--- config.mk ---
export PLATFORM = sky130hd
export DESIGN_NAME = dbg_entry_ctrl
export DESIGN_NICKNAME = d
export VERILOG_FILES = /design/src/rtl/dbg_entry_pkg.sv /design/src/rtl/dbg_entry_path.sv /design/src/rtl/dbg_entry_fsm.sv /design/src/rtl/dbg_entry_ctrl.sv
export SDC_FILE = /design/constraint.sdc
export NUM_CORES = 1
export LEC_CHECK = 0
export ABC_AREA = 1
export BUFFER_PORTS_ARGS = -buffer_cell sky130_fd_sc_hd__buf_4
export CORE_AREA = 2 2 39 41
export CTS_CLUSTER_DIAMETER = 60
export CTS_CLUSTER_SIZE = 14
export DETAILED_ROUTE_END_ITERATION = 12
export DIE_AREA = 0 0 41 43
export PLACE_DENSITY = 0.71
export REMOVE_ABC_BUFFERS = 1
export SLEW_MARGIN = 10
export SYNTH_ARGS = -nofsm -noshare
export SYNTH_HDL_FRONTEND = slang
export SYNTH_HIERARCHICAL = 1
export SYNTH_SLANG_ARGS = --single-unit
--- constraint.sdc ---
create_clock -name clk -period 1.8 [get_ports clk]
set_clock_uncertainty 0.1 [all_clocks]
set_input_delay 0.27 -clock clk [delete_from_list [all_inputs] [get_ports clk]]
set_output_delay 0.27 -clock clk [all_outputs]
set_load 0.05 [all_outputs]
--- src/rtl/dbg_entry_pkg.sv ---
package dbg_entry_pkg;

  typedef enum logic [1:0] {
    CAUSE_NONE = 2'b00,
    CAUSE_WPT  = 2'b01,
    CAUSE_BKPT = 2'b10,
    CAUSE_REQ  = 2'b11
  } entry_cause_e;

  // strobes from control to datapath
  typedef struct packed {
    logic clrTags;   // debug entry: drop every pending tag
  } ctrl_strb_t;

  // qualified hit levels from datapath to control
  typedef struct packed {
    logic wptHit;
    logic bkptHit;
    logic reqLevel;
  } hit_t;

endpackage

--- src/rtl/dbg_entry_path.sv ---
module dbg_entry_path
  import dbg_entry_pkg::*;
#(
  parameter int PIPE_DEPTH = 2
) (
  input  logic       clk,
  input  logic       rst_n,
  input  logic       dbgEnable,
  input  logic       extDbgReq,
  input  logic       ctrlWrEn,
  input  logic       ctrlWrReq,
  input  logic       instReqStrobe,
  input  logic       instBkpt,
  input  logic       dataReqStrobe,
  input  logic       dataWpt,
  input  logic       pipeAdvance,
  input  logic       pipeFlush,
  input  logic       exComplete,
  input  logic       exCondPass,
  input  ctrl_strb_t ctrlStrb,
  output hit_t       hits,
  output logic       intDbgReq,
  output logic       instExecuted,
  output logic       ctrlReqBit
);

  localparam int LAST = PIPE_DEPTH - 1;

  logic instPendQ, dataPendQ, fetchTagQ, swReqQ, execDoneQ;
  logic [PIPE_DEPTH-1:0] tagQ;
  logic tagClear, bkptSample;

  assign tagClear   = pipeFlush | ctrlStrb.clrTags;
  assign bkptSample = instPendQ & dbgEnable & instBkpt;

  always_ff @(posedge clk or negedge rst_n) begin
    if (!rst_n) begin
      instPendQ <= 1'b0;
      dataPendQ <= 1'b0;
      swReqQ    <= 1'b0;
      execDoneQ <= 1'b0;
    end else begin
      instPendQ <= instReqStrobe;
      dataPendQ <= dataReqStrobe;
      execDoneQ <= exComplete & exCondPass;
      if (ctrlWrEn) swReqQ <= ctrlWrReq;
    end
  end

  // tag of the most recently fetched instruction, not yet in the chain
  always_ff @(posedge clk or negedge rst_n) begin
    if (!rst_n)             fetchTagQ <= 1'b0;
    else if (tagClear)      fetchTagQ <= 1'b0;
    else if (instPendQ)     fetchTagQ <= bkptSample;
    else if (pipeAdvance)   fetchTagQ <= 1'b0;
  end

  generate
    for (genvar s = 0; s < PIPE_DEPTH; s++) begin : g_stage
      logic feed;
      if (s == 0) begin : g_head
        assign feed = fetchTagQ;
      end else begin : g_body
        assign feed = tagQ[s-1];
      end
      always_ff @(posedge clk or negedge rst_n) begin
        if (!rst_n)           tagQ[s] <= 1'b0;
        else if (tagClear)    tagQ[s] <= 1'b0;
        else if (pipeAdvance) tagQ[s] <= feed;
      end
    end
  endgenerate

  assign intDbgReq     = extDbgReq | swReqQ;
  assign ctrlReqBit    = swReqQ;
  assign instExecuted  = execDoneQ;
  assign hits.wptHit   = dataPendQ & dataWpt & dbgEnable;
  assign hits.bkptHit  = tagQ[LAST] & dbgEnable;
  assign hits.reqLevel = intDbgReq & exComplete & dbgEnable;

  AST_FLUSH_EMPTIES: assert property (@(posedge clk) disable iff (!rst_n)
    pipeFlush |=> !hits.bkptHit) else $error("flushed tag reached execute");
  AST_EXEC_PULSE: assert property (@(posedge clk) disable iff (!rst_n)
    instExecuted |=> !instExecuted || $past(exComplete)) else $error("exec pulse without completion");

endmodule

--- src/rtl/dbg_entry_fsm.sv ---
module dbg_entry_fsm
  import dbg_entry_pkg::*;
(
  input  logic         clk,
  input  logic         rst_n,
  input  logic         dbgEnable,
  input  logic         restart,
  input  hit_t         hits,
  output ctrl_strb_t   ctrlStrb,
  output logic         inDebug,
  output entry_cause_e cause
);

  logic takeAny;
  entry_cause_e nextCause;

  always_comb begin
    nextCause = CAUSE_NONE;
    if (hits.wptHit)        nextCause = CAUSE_WPT;
    else if (hits.bkptHit)  nextCause = CAUSE_BKPT;
    else if (hits.reqLevel) nextCause = CAUSE_REQ;
  end

  assign takeAny          = !inDebug && (nextCause != CAUSE_NONE);
  assign ctrlStrb.clrTags = takeAny;

  always_ff @(posedge clk or negedge rst_n) begin
    if (!rst_n) begin
      inDebug <= 1'b0;
      cause   <= CAUSE_NONE;
    end else if (inDebug) begin
      if (restart) begin
        inDebug <= 1'b0;
        cause   <= CAUSE_NONE;
      end
    end else if (takeAny) begin
      inDebug <= 1'b1;
      cause   <= nextCause;
    end
  end

  AST_ENTRY_HAS_CAUSE: assert property (@(posedge clk) disable iff (!rst_n)
    $rose(inDebug) |-> cause != CAUSE_NONE) else $error("entry without cause");
  AST_ENTRY_NEEDS_ENABLE: assert property (@(posedge clk) disable iff (!rst_n)
    $rose(inDebug) |-> $past(dbgEnable)) else $error("entry while disabled");
  AST_WPT_WINS: assert property (@(posedge clk) disable iff (!rst_n)
    (!inDebug && hits.wptHit) |=> cause == CAUSE_WPT) else $error("watchpoint lost priority");
  AST_RESTART_EXITS: assert property (@(posedge clk) disable iff (!rst_n)
    (inDebug && restart) |=> !inDebug && cause == CAUSE_NONE) else $error("restart ignored");
  AST_CAUSE_HELD: assert property (@(posedge clk) disable iff (!rst_n)
    (inDebug && !restart) |=> inDebug && $stable(cause)) else $error("cause changed in debug");

endmodule

--- src/rtl/dbg_entry_ctrl.sv ---
module dbg_entry_ctrl
  import dbg_entry_pkg::*;
#(
  parameter int PIPE_DEPTH = 2
) (
  input  logic       clk,
  input  logic       rst_n,
  input  logic       dbgEnable,
  input  logic       extDbgReq,
  input  logic       ctrlWrEn,
  input  logic       ctrlWrReq,
  input  logic       instReqStrobe,
  input  logic       instBkpt,
  input  logic       dataReqStrobe,
  input  logic       dataWpt,
  input  logic       pipeAdvance,
  input  logic       pipeFlush,
  input  logic       exComplete,
  input  logic       exCondPass,
  input  logic       restart,
  output logic       intDbgReq,
  output logic       dbgAck,
  output logic       coreHalt,
  output logic       instExecuted,
  output logic       ctrlReqBit,
  output logic [1:0] entryCause
);

  ctrl_strb_t   ctrlStrb;
  hit_t         hits;
  logic         inDebug;
  entry_cause_e cause;

  dbg_entry_path #(.PIPE_DEPTH(PIPE_DEPTH)) u_path (
    .clk(clk), .rst_n(rst_n), .dbgEnable(dbgEnable), .extDbgReq(extDbgReq),
    .ctrlWrEn(ctrlWrEn), .ctrlWrReq(ctrlWrReq),
    .instReqStrobe(instReqStrobe), .instBkpt(instBkpt),
    .dataReqStrobe(dataReqStrobe), .dataWpt(dataWpt),
    .pipeAdvance(pipeAdvance), .pipeFlush(pipeFlush),
    .exComplete(exComplete), .exCondPass(exCondPass),
    .ctrlStrb(ctrlStrb), .hits(hits), .intDbgReq(intDbgReq),
    .instExecuted(instExecuted), .ctrlReqBit(ctrlReqBit)
  );

  dbg_entry_fsm u_fsm (
    .clk(clk), .rst_n(rst_n), .dbgEnable(dbgEnable), .restart(restart),
    .hits(hits), .ctrlStrb(ctrlStrb), .inDebug(inDebug), .cause(cause)
  );

  assign dbgAck     = inDebug;
  assign coreHalt   = inDebug;
  assign entryCause = cause;

endmodule

**Word level (Yosys, flattened, before mapping)**

Index checks and enable logic that the tools add are counted.
W data, S select, Z words.

- Register bits: 10
- Input bits: 15
- Output and inout port bits: 7
- Word-level logic and storage cells: 43

- Equality and inequality tests: 1
- Mux-type cells: 16
- Bitwise operators: 10
- Reductions and logical operators: 7

Operators by type and width:

| cell | count |
|---|---|
| $mux W2 | 6 |
| $mux W1 | 10 |
| $and A1 B1 Y1 | 8 |
| $reduce_bool A2 Y1 | 3 |
| $reduce_bool A3 Y1 | 1 |
| $ne A2 B2 Y1 const B | 1 |
| $or A1 B1 Y1 | 2 |
| $reduce_and A2 Y1 | 1 |
| $logic_and A1 B1 Y1 | 1 |
| $logic_not A1 Y1 | 1 |

**Depth between registers and ports, before layout**

- Depth after elaboration: 10
- Depth in mapped cells: 9

**By module**

The synthesis kept the hierarchy.

By module, submodules not included:

| module | instances | cells an instance | area an instance (um2) | sequential area each (um2) |
|---|---|---|---|---|
| dbg_entry_path | 1 | 34 | 291.5 | 175.2 |
| dbg_entry_fsm | 1 | 19 | 152.6 | 75.1 |
| dbg_entry_ctrl | 1 | 1 | 7.5 | 0.0 |

**Least setup slack after synthesis**

No wires, ideal clock.

- Path kind: flip-flop to flip-flop
- Start point: register u_path.swReqQ, in the netlist u_path/ctrlReqBit
- End point: register u_path.tagQ[0], in the netlist u_path/g_stage[1].feed
- Library setup time: 120 ps
- Arrival: 1,301 ps
- Data required time: 1,580 ps
- Setup slack: 279 ps
- Stages on the path, launching flop included: 10
- Period minus slack after synthesis: 1,521 ps
- Path through: dfrtp_1 -> nor2_1 -> nor2_1 -> inv_2 -> nand3_2 -> nand2_2 -> inv_1 -> nor2_4 -> o21ai_0 -> nor2_1

RTL lines:

| element | line | text |
|---|---|---|
| start, declared | dbg_entry_path.sv:29 | `logic instPendQ, dataPendQ, fetchTagQ, swReqQ, execDoneQ;` |
| start signal, assigned | dbg_entry_path.sv:46 | `if (ctrlWrEn) swReqQ <= ctrlWrReq;` |
| end signal, assigned by index | dbg_entry_path.sv:67 | `if (!rst_n) tagQ[s] <= 1'b0;` |
| end signal, assigned by index | dbg_entry_path.sv:68 | `else if (tagClear) tagQ[s] <= 1'b0;` |
| end signal, assigned by index | dbg_entry_path.sv:69 | `else if (pipeAdvance) tagQ[s] <= feed;` |
| end, declared | dbg_entry_path.sv:30 | `logic [PIPE_DEPTH-1:0] tagQ;` |

**Final worst setup path**

- Start point: register u_path.swReqQ, in the netlist u_path/ctrlReqBit
- End point: output intDbgReq

- Cells in the longest elaborated chain, start to end: 1

Ends and longest elaborated chain:

| element | line | text |
|---|---|---|
| $or A1 B1 Y1 | dbg_entry_path.sv:74 | `assign intDbgReq = extDbgReq \| swReqQ;` |
| end, declared | dbg_entry_ctrl.sv:21 | `output logic intDbgReq,` |

Every way passes these cells.

==> metrics.yaml <==
hold_violations: 0
relSlewSlack_pct: 87.5
ys_seq_area_share_pct: 55.4
critPathMaxStageDelay_ns: 0.39
hpwl_um: 668
synthMuxAreaShare_pct: 0
drtIter0Drc: 7
dpl_cell_area_um2: 622
p_total_uw: 695
synth_simple_gate_area_share_pct: 26.6
worstReg2RegStart: "u_path/ctrlReqBit"
routed_wl_um: 870
fin_cells: 97
maxSlewViolCount: 0
cp_max_fo: 3
finalSetupViolations: 0
gp_congestion: 0.701
drive_gt1_share_pct: 37.0
yosys_warnings: 6
avgSynthCellArea_um2: 8.36
hold_path_depth: 3
numPortBuffers: 21
max_cap_violations: 0
root_buffer: "clkbuf_4"
grt_pass1_wl_mm: 1.58
antenna_found_initial: 0
max_freq_ghz: 0.708
stdcell_area_um2: 688
status: "completed"
die-area_mm2: 0.00176
synth_edf_count: 0
period_share_pct: 78.5
fillers: 141
grt.overflow.total: 0
numClockSinks: 10
fp.dieH_um: 43
rsz0062_at_grt: "no"
cts-buffers-inserted: 3
syn-cell-area_um2: 452
num_rows: 14
grt_start_max_net_pins: 11
synth_ff_type: "dfrtp_1"
critPathKind: "reg -> out"
power.density_mw_per_mm2: 1010
coreArea_mm2: 0.00138
arrival_ns: 1.04
ys_seq_elements: 10
critPathLaunchType: "flip-flop"
vias: 403
synth-xor-area-share_pct: 0
cp_top_family: "flip-flops"
syn_to_final_growth_pct: 52.4
drtAntennaViolNets: 0
detail_route.vias_per_cell: 4.15
path_clk_slew_ns: 0.07
reg2reg_depth: 9
yosysUniqueCellTypes: 13
start_util_pct: 32.6
critPathBufInv: 2
placed_cells: 90
die_x_um: 41
r2r_slack_ns: 0.43
fin_ws_ns: 0.387
netlist_top_cells_count: "nand2_1, dfrtp_1, inv_1, nor2_1, o21ai_0"
grtUsageTotal_pct: 13.5
yosysMostFrequentCell: "nand2_1"
critPathSlowestCell: "dfrtp_1"
final.setup.tns_ns: 0
required_ns: 1.43
end_kind: "output pin"
min_from: "exCondPass"
synth_compound_area_share_pct: 7.20
io_pins: 22
grt_pass1_vias: 397
drc: 0
synth_fa_ha_area_share_pct: 0
wl_per_cell_um: 8.97
whs_endpoint: "u_path/instExecuted"
syn-instance-count: 54
fin_nets: 97
yosys.area.top_type: "dfrtp_1"
cts_tree: "yes"
fin_crit_ns: 1.41
async_flop_share_pct: 100
crit_start: "u_path/ctrlReqBit"
cts.htree.levels: 1
vdd_drop_max_mv: 0.428
clk_latency_ns: 0.26
yosysTopAreaCellShare_pct: 55.4
crit_chain: "nor2_1 > inv_1 > buf_4"
cts_max_path_buffers: 2
tightestPinTransition_ns: 0.186
synth_top_family_by_area: "simple AND/OR/NAND/NOR gates"
pre_cts_slack_ns: 0.449
leakagePower_uw: 0.000394
firstDrtPassIters: 3
yosys-top-cells-area: "dfrtp_1, nand2_1, inv_1"
r2r_end: "u_path/g_stage[1].feed"
hold_path.class: "in -> reg"
n_antenna_cell: 0
-- logic make-up (layout without fill, tap and decap cells) --
group / count (synthesis) / in the layout
and+or+nand+nor: 26 / 26
buffers and inverters: 12 / 39
DFF: 10 / 10
AOI/OAI and AO/OA: 6 / 6
-- metal layers --
metal / wire length [um] / up-vias / track usage [%]
li1: - / 216 / -
met3: 61 / 0 / 4.71
met1: 378 / 176 / 16.7
met2: 430 / 11 / 19.4
met5: 0 / - / 0
met4: 0 / 0 / 8.00
-- power by group --
| part | switching (uW) | leakage [uW] | total, uW | internal (uW) |
|---|---|---|---|---|
| logic | 150 | 0.000246 | 229 | 78.5 |
| registers | 15.4 | 0.000126 | 266 | 251 |
| clock network | 77.6 | 0.0000210 | 200 | 123 |
-- stage by stage --
step                      util [%]  hold WS, ns
after global placement        44.9      0.00358
after global routing          49.7       0.0969
after detailed placement      44.9      0.00654
final                         49.7       0.0908
after CTS                     48.3      0.00304
after floorplan                  -       -0.126
-- how the worst max path moves through the flow --
| stage | cells past startpoint | slack (ns) | end |
|---|---|---|---|
| 2_1_floorplan | 6 | 0.05 | u_path/g_stage[1].feed |
| 3_3_place_gp | 9 | 0.48 | u_path/g_stage[1].feed |
| 3_5_place_dp | 9 | 0.45 | u_path/g_stage[1].feed |
| 4_1_cts | 3 | 0.38 | intDbgReq |
| 5_1_grt | 9 | 0.29 | u_path/g_stage[1].feed |
| 6_report | 3 | 0.39 | intDbgReq |
-- cells in the final DEF (no fill, tap or decap) --
cell / synthesis / routed
and3_1: 1 / 1
buf_4: 1 / 21
clkbuf_4: 0 / 3
clkbuf_8: 0 / 1
dfrtp_1: 10 / 10
dlygate4sd3_1: 0 / 3
inv_1: 9 / 9
inv_2: 2 / 2
nand2_1: 11 / 11
nand2_2: 1 / 1
nand3_1: 3 / 3
nand3_2: 1 / 1
nor2_1: 8 / 8
nor2_4: 1 / 1
o211ai_1: 1 / 1
o21ai_0: 5 / 5
-- flip-flops by register name, indices dropped and copies added, names as in the netlist --
| signal | count |
|---|---|
| u_fsm/cause | 2 |
| u_fsm/inDebug | 1 |
| u_path/ctrlReqBit | 1 |
| u_path/dataPendQ | 1 |
| u_path/fetchTagQ | 1 |
| u_path/g_stage.feed | 1 |
| u_path/instExecuted | 1 |
| u_path/instPendQ | 1 |
| u_path/tagQ | 1 |
-- timing repair --
| item | in CTS | in global routing |
|---|---|---|
| hold buffers | 1 | 2 |
| hold endpoints to repair | 10 | 2 |
| setup buffers | 0 | 0 |
| gates resized for setup | 0 | 0 |
-- tightest hold or removal path: cells and delay by family --
| kind | cells | cell delay [ns] |
|---|---|---|
| AND/OR/NAND/NOR | 1 | 0.04 |
| buffers and inverters | 2 | 0.11 |
-- area by class of cell --
type | instances | area [um^2] | area share (%)
inverters | 11 | 41.3 | 6.00
flip-flops and latches | 10 | 250 | 36.4
multi-input cells | 32 | 153 | 22.2
well taps | 16 | 20.0 | 2.91
repair buffers | 24 | 188 | 27.3
clock buffers | 4 | 36.3 | 5.27
Power figures use the tool's default switching activity.
